===== config.mk =====
export PLATFORM = sky130hd
export DESIGN_NAME = dmach_top
export DESIGN_NICKNAME = d
export VERILOG_FILES = /design/src/rtl/dmach_pkg.sv /design/src/rtl/dmach_regs.sv /design/src/rtl/dmach_seq.sv /design/src/rtl/dmach_mover.sv /design/src/rtl/dmach_top.sv
export SDC_FILE = /design/constraint.sdc
export NUM_CORES = 1
export LEC_CHECK = 0
export BUFFER_PORTS_ARGS = -buffer_cell sky130_fd_sc_hd__buf_2
export CAP_MARGIN = 20
export CORE_ASPECT_RATIO = 1.5
export CORE_MARGIN = 2
export CORE_UTILIZATION = 51
export CTS_BUF_LIST = sky130_fd_sc_hd__clkbuf_4
export DETAILED_ROUTE_END_ITERATION = 12
export PLACE_DENSITY = 0.84
export SLEW_MARGIN = 20
export SYNTH_ARGS = -nofsm -noshare
export SYNTH_HDL_FRONTEND = slang
export SYNTH_SLANG_ARGS = --single-unit

===== constraint.sdc =====
create_clock -name clk -period 2 [get_ports clk]
set_input_delay 0.1 -clock clk [delete_from_list [all_inputs] [get_ports clk]]
set_output_delay 0.1 -clock clk [all_outputs]
set_load 0.01 [all_outputs]

===== src/rtl/dmach_pkg.sv =====
package dmach_pkg;
   localparam int DESC_BYTES = 8;
   localparam int FLG_VALID  = 0;
   localparam int FLG_LAST   = 1;
   localparam int FLG_XFER   = 5;

   localparam int OFS_PTR_HI = 'h00;
   localparam int OFS_PTR_LO = 'h04;
   localparam int OFS_RUN    = 'h14;
   localparam int OFS_STAT   = 'h20;
   localparam int OFS_IEN    = 'h24;
   localparam int OFS_PEND   = 'h28;

   typedef enum logic [2:0] {
      SQ_IDLE,
      SQ_FETCH_LO,
      SQ_FETCH_HI,
      SQ_DECODE,
      SQ_MOVE
   } seq_state_t;

   typedef enum logic [1:0] {
      MV_IDLE,
      MV_MEM,
      MV_STRM
   } mv_state_t;
endpackage


===== src/rtl/dmach_regs.sv =====
module dmach_regs
   import dmach_pkg::*;
#(
   parameter int REG_AW  = 8,
   parameter int ADDR_W  = 32,
   parameter bit RX_MODE = 1'b0
) (
   input  logic              clk,
   input  logic              rst_n,
   input  logic              wr_en_i,
   input  logic [REG_AW-1:0] addr_i,
   input  logic [31:0]       wdata_i,
   output logic [31:0]       rd_data_o,
   input  logic              busy_i,
   input  logic              done_i,
   input  logic              err_i,
   output logic              start_o,
   output logic              stop_o,
   output logic [ADDR_W-1:0] base_o,
   output logic              irq_o
);
   localparam logic [REG_AW-1:0] A_HI   = REG_AW'(OFS_PTR_HI);
   localparam logic [REG_AW-1:0] A_LO   = REG_AW'(OFS_PTR_LO);
   localparam logic [REG_AW-1:0] A_RUN  = REG_AW'(OFS_RUN);
   localparam logic [REG_AW-1:0] A_STAT = REG_AW'(OFS_STAT);
   localparam logic [REG_AW-1:0] A_IEN  = REG_AW'(OFS_IEN);
   localparam logic [REG_AW-1:0] A_PEND = REG_AW'(OFS_PEND);

   logic [31:0]       ptr_hi_q;
   logic [ADDR_W-1:0] ptr_lo_q;
   logic [1:0]        stat_q;
   logic [1:0]        ien_q;
   logic              run_q;
   logic              hit_hi, hit_lo, hit_run, hit_stat, hit_ien;
   logic [ADDR_W-1:0] wr_ptr;
   logic [1:0]        clr_bits;

   assign hit_hi   = wr_en_i && (addr_i == A_HI);
   assign hit_lo   = wr_en_i && (addr_i == A_LO);
   assign hit_run  = wr_en_i && (addr_i == A_RUN);
   assign hit_stat = wr_en_i && (addr_i == A_STAT);
   assign hit_ien  = wr_en_i && (addr_i == A_IEN);
   assign wr_ptr   = {wdata_i[ADDR_W-1:3], 3'b000};
   assign clr_bits = hit_stat ? wdata_i[1:0] : 2'b00;

   always_ff @(posedge clk or negedge rst_n) begin
      if (!rst_n) begin
         ptr_hi_q <= '0;
         ptr_lo_q <= '0;
         stat_q   <= '0;
         ien_q    <= '0;
      end else begin
         if (hit_hi) ptr_hi_q <= wdata_i;
         if (hit_lo && !busy_i) ptr_lo_q <= wr_ptr;
         if (hit_ien) ien_q <= wdata_i[1:0];
         // a new event wins over a clear in the same cycle
         stat_q <= (stat_q & ~clr_bits) | {err_i, done_i};
      end
   end

   generate
      if (RX_MODE) begin : g_rx_start
         assign start_o = hit_run && wdata_i[0] && !busy_i;
         assign stop_o  = hit_run && !wdata_i[0] && busy_i;
         assign base_o  = ptr_lo_q;
         always_ff @(posedge clk or negedge rst_n) begin
            if (!rst_n) begin
               run_q <= 1'b0;
            end else if (start_o) begin
               run_q <= 1'b1;
            end else if (hit_run || done_i || err_i) begin
               run_q <= 1'b0;
            end
         end
      end else begin : g_tx_start
         assign start_o = hit_lo && !busy_i;
         assign stop_o  = 1'b0;
         assign base_o  = wr_ptr;
         assign run_q   = 1'b0;
      end
   endgenerate

   assign irq_o = |(stat_q & ien_q);

   always_comb begin
      rd_data_o = '0;
      if (addr_i == A_HI)        rd_data_o = ptr_hi_q;
      else if (addr_i == A_LO)   rd_data_o = 32'(ptr_lo_q);
      else if (addr_i == A_RUN)  rd_data_o = {31'b0, run_q};
      else if (addr_i == A_STAT) rd_data_o = {29'b0, busy_i, stat_q};
      else if (addr_i == A_IEN)  rd_data_o = {30'b0, ien_q};
      else if (addr_i == A_PEND) rd_data_o = {30'b0, stat_q & ien_q};
   end
endmodule


===== src/rtl/dmach_seq.sv =====
module dmach_seq
   import dmach_pkg::*;
#(
   parameter int ADDR_W = 32,
   parameter int DATA_W = 32,
   parameter int LEN_W  = 16,
   localparam int WC_W  = LEN_W - 2
) (
   input  logic              clk,
   input  logic              rst_n,
   input  logic              start_i,
   input  logic              stop_i,
   input  logic [ADDR_W-1:0] base_i,
   output logic              f_req_o,
   output logic [ADDR_W-1:0] f_addr_o,
   input  logic              f_ack_i,
   input  logic [DATA_W-1:0] f_data_i,
   output logic              mv_start_o,
   output logic [ADDR_W-1:0] mv_addr_o,
   output logic [WC_W-1:0]   mv_words_o,
   input  logic              mv_done_i,
   output logic              busy_o,
   output logic              done_o,
   output logic              err_o,
   output logic              abort_o
);
   localparam logic [ADDR_W-1:0] STEP = ADDR_W'(DESC_BYTES);
   localparam logic [ADDR_W-1:0] HALF = ADDR_W'(DESC_BYTES / 2);

   seq_state_t        st_q, st_d;
   logic [ADDR_W-1:0] ptr_q, ptr_d;
   logic [DATA_W-1:0] w0_q, w1_q;
   logic [7:0]        flags;
   logic [LEN_W-1:0]  len;
   logic [WC_W-1:0]   words;
   logic              is_last, is_valid;

   assign flags    = w0_q[7:0];
   assign len      = w0_q[16 +: LEN_W];
   assign words    = len[LEN_W-1:2];
   assign is_last  = flags[FLG_LAST];
   assign is_valid = flags[FLG_VALID];

   assign busy_o     = (st_q != SQ_IDLE);
   assign abort_o    = stop_i && busy_o;
   assign f_req_o    = (st_q == SQ_FETCH_LO) || (st_q == SQ_FETCH_HI);
   assign f_addr_o   = (st_q == SQ_FETCH_HI) ? ptr_q + HALF : ptr_q;
   assign mv_addr_o  = w1_q[ADDR_W-1:0];
   assign mv_words_o = words;

   always_comb begin
      st_d       = st_q;
      ptr_d      = ptr_q;
      mv_start_o = 1'b0;
      done_o     = 1'b0;
      err_o      = 1'b0;
      if (abort_o) begin
         st_d = SQ_IDLE;
      end else begin
         case (st_q)
            SQ_IDLE: if (start_i) begin
               ptr_d = base_i;
               st_d  = SQ_FETCH_LO;
            end
            SQ_FETCH_LO: if (f_ack_i) st_d = SQ_FETCH_HI;
            SQ_FETCH_HI: if (f_ack_i) st_d = SQ_DECODE;
            SQ_DECODE: begin
               if (!is_valid) begin
                  err_o = 1'b1;
                  st_d  = SQ_IDLE;
               end else if (words == '0) begin
                  if (is_last) begin
                     done_o = 1'b1;
                     st_d   = SQ_IDLE;
                  end else begin
                     ptr_d = ptr_q + STEP;
                     st_d  = SQ_FETCH_LO;
                  end
               end else begin
                  mv_start_o = 1'b1;
                  st_d       = SQ_MOVE;
               end
            end
            SQ_MOVE: if (mv_done_i) begin
               if (is_last) begin
                  done_o = 1'b1;
                  st_d   = SQ_IDLE;
               end else begin
                  ptr_d = ptr_q + STEP;
                  st_d  = SQ_FETCH_LO;
               end
            end
            default: st_d = SQ_IDLE;
         endcase
      end
   end

   always_ff @(posedge clk or negedge rst_n) begin
      if (!rst_n) begin
         st_q  <= SQ_IDLE;
         ptr_q <= '0;
         w0_q  <= '0;
         w1_q  <= '0;
      end else begin
         st_q  <= st_d;
         ptr_q <= ptr_d;
         if (st_q == SQ_FETCH_LO && f_ack_i) w0_q <= f_data_i;
         if (st_q == SQ_FETCH_HI && f_ack_i) w1_q <= f_data_i;
      end
   end
endmodule


===== src/rtl/dmach_mover.sv =====
module dmach_mover
   import dmach_pkg::*;
#(
   parameter int ADDR_W  = 32,
   parameter int DATA_W  = 32,
   parameter int LEN_W   = 16,
   parameter bit RX_MODE = 1'b0,
   localparam int WC_W   = LEN_W - 2
) (
   input  logic              clk,
   input  logic              rst_n,
   input  logic              start_i,
   input  logic              abort_i,
   input  logic [ADDR_W-1:0] addr_i,
   input  logic [WC_W-1:0]   words_i,
   output logic              done_o,
   output logic              rd_req_o,
   output logic [ADDR_W-1:0] rd_addr_o,
   input  logic              rd_ack_i,
   input  logic [DATA_W-1:0] rd_data_i,
   output logic              wr_req_o,
   output logic [ADDR_W-1:0] wr_addr_o,
   output logic [DATA_W-1:0] wr_data_o,
   input  logic              wr_ack_i,
   output logic              tx_valid_o,
   output logic [DATA_W-1:0] tx_data_o,
   input  logic              tx_ready_i,
   input  logic              rx_valid_i,
   input  logic [DATA_W-1:0] rx_data_i,
   output logic              rx_ready_o
);
   localparam logic [ADDR_W-1:0] WSTEP = ADDR_W'(DATA_W / 8);
   localparam logic [WC_W-1:0]   ONE   = WC_W'(1);

   mv_state_t         st_q;
   logic [WC_W-1:0]   cnt_q;
   logic [ADDR_W-1:0] ad_q;
   logic [DATA_W-1:0] hold_q;
   logic [ADDR_W-1:0] first_ad;

   assign first_ad = {addr_i[ADDR_W-1:2], 2'b00};

   generate
      if (RX_MODE) begin : g_rx
         always_ff @(posedge clk or negedge rst_n) begin
            if (!rst_n) begin
               st_q   <= MV_IDLE;
               cnt_q  <= '0;
               ad_q   <= '0;
               hold_q <= '0;
            end else if (abort_i) begin
               st_q <= MV_IDLE;
            end else begin
               case (st_q)
                  MV_IDLE: if (start_i) begin
                     ad_q  <= first_ad;
                     cnt_q <= words_i;
                     st_q  <= MV_STRM;
                  end
                  MV_STRM: if (rx_valid_i) begin
                     hold_q <= rx_data_i;
                     st_q   <= MV_MEM;
                  end
                  MV_MEM: if (wr_ack_i) begin
                     if (cnt_q == ONE) begin
                        st_q <= MV_IDLE;
                     end else begin
                        cnt_q <= cnt_q - ONE;
                        ad_q  <= ad_q + WSTEP;
                        st_q  <= MV_STRM;
                     end
                  end
                  default: st_q <= MV_IDLE;
               endcase
            end
         end
         assign rx_ready_o = (st_q == MV_STRM);
         assign wr_req_o   = (st_q == MV_MEM);
         assign wr_addr_o  = ad_q;
         assign wr_data_o  = hold_q;
         assign done_o     = (st_q == MV_MEM) && wr_ack_i && (cnt_q == ONE);
         assign rd_req_o   = 1'b0;
         assign rd_addr_o  = '0;
         assign tx_valid_o = 1'b0;
         assign tx_data_o  = '0;
      end else begin : g_tx
         always_ff @(posedge clk or negedge rst_n) begin
            if (!rst_n) begin
               st_q   <= MV_IDLE;
               cnt_q  <= '0;
               ad_q   <= '0;
               hold_q <= '0;
            end else if (abort_i) begin
               st_q <= MV_IDLE;
            end else begin
               case (st_q)
                  MV_IDLE: if (start_i) begin
                     ad_q  <= first_ad;
                     cnt_q <= words_i;
                     st_q  <= MV_MEM;
                  end
                  MV_MEM: if (rd_ack_i) begin
                     hold_q <= rd_data_i;
                     st_q   <= MV_STRM;
                  end
                  MV_STRM: if (tx_ready_i) begin
                     if (cnt_q == ONE) begin
                        st_q <= MV_IDLE;
                     end else begin
                        cnt_q <= cnt_q - ONE;
                        ad_q  <= ad_q + WSTEP;
                        st_q  <= MV_MEM;
                     end
                  end
                  default: st_q <= MV_IDLE;
               endcase
            end
         end
         assign rd_req_o   = (st_q == MV_MEM);
         assign rd_addr_o  = ad_q;
         assign tx_valid_o = (st_q == MV_STRM);
         assign tx_data_o  = hold_q;
         assign done_o     = (st_q == MV_STRM) && tx_ready_i && (cnt_q == ONE);
         assign rx_ready_o = 1'b0;
         assign wr_req_o   = 1'b0;
         assign wr_addr_o  = '0;
         assign wr_data_o  = '0;
      end
   endgenerate
endmodule


===== src/rtl/dmach_top.sv =====
module dmach_top
   import dmach_pkg::*;
#(
   parameter bit RX_MODE = 1'b0,
   parameter int REG_AW  = 8,
   parameter int ADDR_W  = 32,
   parameter int DATA_W  = 32,
   parameter int LEN_W   = 16
) (
   input  logic              clk,
   input  logic              rst_n,
   input  logic              reg_wr_en,
   input  logic [REG_AW-1:0] reg_addr,
   input  logic [31:0]       reg_wdata,
   output logic [31:0]       reg_rd_data,
   output logic              mem_rd_req,
   output logic [ADDR_W-1:0] mem_rd_addr,
   input  logic              mem_rd_ack,
   input  logic [DATA_W-1:0] mem_rd_data,
   output logic              mem_wr_req,
   output logic [ADDR_W-1:0] mem_wr_addr,
   output logic [DATA_W-1:0] mem_wr_data,
   input  logic              mem_wr_ack,
   output logic              tx_valid,
   output logic [DATA_W-1:0] tx_data,
   input  logic              tx_ready,
   input  logic              rx_valid,
   input  logic [DATA_W-1:0] rx_data,
   output logic              rx_ready,
   output logic              busy,
   output logic              irq
);
   localparam int WC_W = LEN_W - 2;

   if (DATA_W != 32) begin : g_bad_data_w
      $error("dmach_top: DATA_W must be 32");
   end
   if (ADDR_W != 32) begin : g_bad_addr_w
      $error("dmach_top: ADDR_W must be 32");
   end
   if (LEN_W < 3 || LEN_W > 16) begin : g_bad_len_w
      $error("dmach_top: LEN_W must be within 3..16");
   end
   if (REG_AW < 6) begin : g_bad_reg_aw
      $error("dmach_top: REG_AW must reach offset 0x28");
   end

   logic              start_p, stop_p, done_p, err_p, abort_p;
   logic [ADDR_W-1:0] base_w;
   logic              seq_f_req, seq_f_ack;
   logic [ADDR_W-1:0] seq_f_addr;
   logic              mv_start, mv_done, mv_rd_req, mv_rd_ack;
   logic [ADDR_W-1:0] mv_addr, mv_rd_addr;
   logic [WC_W-1:0]   mv_words;

   dmach_regs #(.REG_AW(REG_AW), .ADDR_W(ADDR_W), .RX_MODE(RX_MODE)) u_regs (
      .clk       (clk),
      .rst_n     (rst_n),
      .wr_en_i   (reg_wr_en),
      .addr_i    (reg_addr),
      .wdata_i   (reg_wdata),
      .rd_data_o (reg_rd_data),
      .busy_i    (busy),
      .done_i    (done_p),
      .err_i     (err_p),
      .start_o   (start_p),
      .stop_o    (stop_p),
      .base_o    (base_w),
      .irq_o     (irq)
   );

   dmach_seq #(.ADDR_W(ADDR_W), .DATA_W(DATA_W), .LEN_W(LEN_W)) u_seq (
      .clk        (clk),
      .rst_n      (rst_n),
      .start_i    (start_p),
      .stop_i     (stop_p),
      .base_i     (base_w),
      .f_req_o    (seq_f_req),
      .f_addr_o   (seq_f_addr),
      .f_ack_i    (seq_f_ack),
      .f_data_i   (mem_rd_data),
      .mv_start_o (mv_start),
      .mv_addr_o  (mv_addr),
      .mv_words_o (mv_words),
      .mv_done_i  (mv_done),
      .busy_o     (busy),
      .done_o     (done_p),
      .err_o      (err_p),
      .abort_o    (abort_p)
   );

   dmach_mover #(.ADDR_W(ADDR_W), .DATA_W(DATA_W), .LEN_W(LEN_W),
                 .RX_MODE(RX_MODE)) u_mover (
      .clk        (clk),
      .rst_n      (rst_n),
      .start_i    (mv_start),
      .abort_i    (abort_p),
      .addr_i     (mv_addr),
      .words_i    (mv_words),
      .done_o     (mv_done),
      .rd_req_o   (mv_rd_req),
      .rd_addr_o  (mv_rd_addr),
      .rd_ack_i   (mv_rd_ack),
      .rd_data_i  (mem_rd_data),
      .wr_req_o   (mem_wr_req),
      .wr_addr_o  (mem_wr_addr),
      .wr_data_o  (mem_wr_data),
      .wr_ack_i   (mem_wr_ack),
      .tx_valid_o (tx_valid),
      .tx_data_o  (tx_data),
      .tx_ready_i (tx_ready),
      .rx_valid_i (rx_valid),
      .rx_data_i  (rx_data),
      .rx_ready_o (rx_ready)
   );

   // read port shared: the sequencer and the mover never request together
   assign mem_rd_req  = seq_f_req | mv_rd_req;
   assign mem_rd_addr = seq_f_req ? seq_f_addr : mv_rd_addr;
   assign seq_f_ack   = mem_rd_ack & seq_f_req;
   assign mv_rd_ack   = mem_rd_ack & mv_rd_req;
endmodule


==> results.toml <==
[outcome]
outcome = "finished, violations left"
violations = "setup timing"

[cells_and_area]
nNetsFinal = 1597
area_growth_pct = 41.0
fillers = 1386
drive_gt1_frac = 0.488
fin_cells = 1802

[yosys]
synth_area_leaders = "dfrtp_1 47%, mux2_2 13%, buf_4 4.4%, mux2_4 3.8%, a21oi_1 3.1%"
seq_area_frac_synth = 0.466
postSynth.asyncResetShare = 1.00
synth_top_area_frac = 0.466
ys_seq_elements = 221
avgSynthCellArea_sq_um = 10.9
synth_edf_count = 0
yosys.area.top_type = "dfrtp_1"
netlist_area_sq_um = 11900
synth_top_flop_cell = "dfrtp_1"
ys_warn_count = 0
synth_cells = 1090
ys_types = 73

[flow_run]
drv_cap = 0

[clocking]
clk_latency_ns = 0.72
tritoncts = "built"
path_clk_slew_ns = 0.09
clockBufferDepth = 3
cts-root-buf = "clkbuf_4"
htree_levels = 2
cts_inserted_buffers = 54
cts_sinks = 221

[timing]
setup_slack_ns = -0.534
period_needed_ns = 2.53
period_share = 1.27
rsz0062_at_grt = "true"
setup_viol = 136
fmax_mhz = 395
finalHoldViolations = 0
whs_ns = 0.0454
skew_ns = 0.0466
worstMarginPinSlew_ns = 0.771
max-slew-margin-rel = 0.479
slew_violations = 0
setup_tns_ns = -36.33

[global_route]
grt_max_degree = 65
grt_usage = 0.297
grt_pass1_vias = 11100
overflow = 0
grt_pass1_wl_um = 58000
antenna_found_initial = 1

[setup_path]
cp_max_fo = 5
crit_type = "reg -> reg"
end_kind = "register"
timing.rr.start = "u_mover.cnt_q[10]"
arrival_ns = 3.10
required_ns = 2.57
startpoint = "u_mover.cnt_q[10]"
start_kind = "register"

[floorplan]
start_util = 0.517
core_area_sq_um = 23000
die_h_um = 191
die_w_um = 129
placementRows = 68
io-pin-count = 277
die-area_sq_um = 24500

[power_and_ir_drop]
vdd_ir_drop_max_v = 0.000922
p_leak_nw = 7.70
power_density_nw_per_um2 = 1680

[detailed_routing]
initialDrtViolationCount = 1382
wl_met1_um = 14800
dr.pass1.iters = 6
drc = 0
wl_met2_um = 21100
wl_per_cell_um = 24.0
ant_nets = 0
vias_per_cell = 6.48
routed_wl_um = 43300
met3_length_um = 3670
maxUsedRoutingLayer = "met4"
via_count = 11700

[placement]
place_congestion = 0.953
port-buffer-count = 174
dp_hpwl_um = 22900
dp.cells = 1583

[min_path]
hp-start = "reg_addr[5]"
hold_class = "in -> reg"
==> Yosys cell counts, types with 3 or more instances <==
cell type	count
o211ai_1	4
nor3_1	15
nor4_2	3
nor3b_1	5
o31ai_1	10
a22o_1	33
nand2b_1	7
o32ai_1	5
buf_2	28
o2bb2ai_1	5
o21ai_0	70
nand2_1	50
a21oi_1	73
mux2_2	140
and3_1	14
or4_1	4
buf_4	70
mux2_4	30
or3_1	5
buf_6	8
a32oi_1	3
nor2_1	41
o22ai_1	13
and2_1	5
clkbuf_1	35
nand3_1	33
a31oi_1	29
ha_1	4
dfrtp_1	221
o22a_1	9
nand4_1	23
nor4_1	14
inv_1	11
mux2i_1	3
a22oi_1	7
a2bb2oi_1	9
==> power by group <==
| part | internal (mW) | total, mW | switching [mW] |
|---|---|---|---|
| combinational | 8.24 | 16.4 | 8.21 |
| clock | 1.75 | 3.69 | 1.93 |
| sequential | 6.14 | 7.93 | 1.79 |
| total | 16.1 | 28.1 | 11.9 |
==> layout make-up <==
cell class,instances,area [sq um],area share
multi-input combinational,782,6580,0.393
sequential,221,5540,0.331
inverter,12,47.5,0.00284
antenna,1,2.50,0.000150
clock buffer,76,571,0.0341
tap,280,350,0.0209
clock inverter,19,80.1,0.00479
timing repair buffer,411,3570,0.213
==> flip-flops by register name, indices dropped and copies added, names as in the netlist <==
| signal | flops |
|---|---|
| u_mover.cnt_q | 14 |
| u_mover.rd_addr_o | 30 |
| u_mover.st_q | 2 |
| u_mover.tx_data_o | 32 |
| u_regs.ien_q | 2 |
| u_regs.ptr_hi_q | 32 |
| u_regs.ptr_lo_q | 29 |
| u_regs.stat_q | 2 |
| u_seq.mv_addr_o | 30 |
| u_seq.ptr_q | 29 |
| u_seq.st_q | 3 |
| u_seq.w0_q | 16 |
==> critical path: stages (launching register included) <==
cell and delay (ns):
dfrtp_1 0.47, nor4_4 0.50, nand4b_1 0.21, buf_4 0.19
a32oi_4 0.44, buf_12 0.21, buf_8 0.13, nor2_4 0.04
o22a_1 0.23
==> cell families after synthesis <==
family / synth area share
AND/OR/NAND/NOR: 0.114
buffers and inverters: 0.0797
XOR/XNOR: 0.000738
flip-flops: 0.466
AO/OA/AOI/OAI: 0.161
other: 0.000316
multiplexers: 0.173
adder cells (fa/ha/maj): 0.00422
==> layout by cell type, fill, tap and decap left out, types with 13 or more instances in the layout <==
cell type	n
dfrtp_1	216
buf_2	144
mux2_2	112
buf_4	104
clkbuf_4	76
dlygate4sd3_1	74
conb_1	68
mux2_4	58
buf_6	51
nand2_1	48
nor2_1	35
o21ai_0	35
a22o_1	33
a21oi_2	33
a21oi_1	31
nand3_1	29
nand4_1	23
o21ai_1	17
o21ai_2	17
a31oi_1	17
buf_12	17
and3_1	13
o22ai_1	13
clkinv_1	13
==> path summary, 6_finish.rpt <==
| kind | end | slack (ns) | cells past startpoint |
|---|---|---|---|
| max | u_mover.rd_addr_o[21] | -0.53 | 8 |
| min | u_regs.ptr_hi_q[1] | 0.05 | 5 |
| min reg2reg | u_mover.tx_data_o[25] | 0.50 | 1 |
| max reg2reg | u_mover.rd_addr_o[21] | -0.53 | 8 |
| min in group asynchronous | u_mover.rd_addr_o[7] | 0.45 | 3 |
| max in group asynchronous | u_seq.w0_q[30] | 0.78 | 4 |
==> metal layers <==
| layer | global-route usage | vias to the layer above |
|---|---|---|
| met5 | 0 | - |
| met4 | 0.176 | 0 |
| met3 | 0.0564 | 349 |
| met2 | 0.517 | 964 |
| met1 | 0.335 | 5603 |
| li1 | - | 4768 |
==> through the flow <==
step	cell area [sq um]	total power [mW]	setup WS, ns	util
after floorplan	12100	13.8	0.0789	-
after global placement	13500	17.7	-0.0196	0.587
after CTS	15600	24.5	-0.477	0.681
final	16700	28.1	-0.534	0.728
after global routing	16700	29.0	-0.542	0.728
after detailed placement	13500	18.1	-0.109	0.587
==> timing repair <==
item / 4_1_cts / 5_1_grt
pin swaps: 15 / 50
endpoints found under the setup margin: 103 / 138
setup buffers: 20 / 23
gates resized for setup: 100 / 218
hold buffers: 74 / 0
endpoints found under the hold margin: 398 / 0
gates cloned: 6 / 9
No activity file was read; power rests on OpenSTA's default activity.
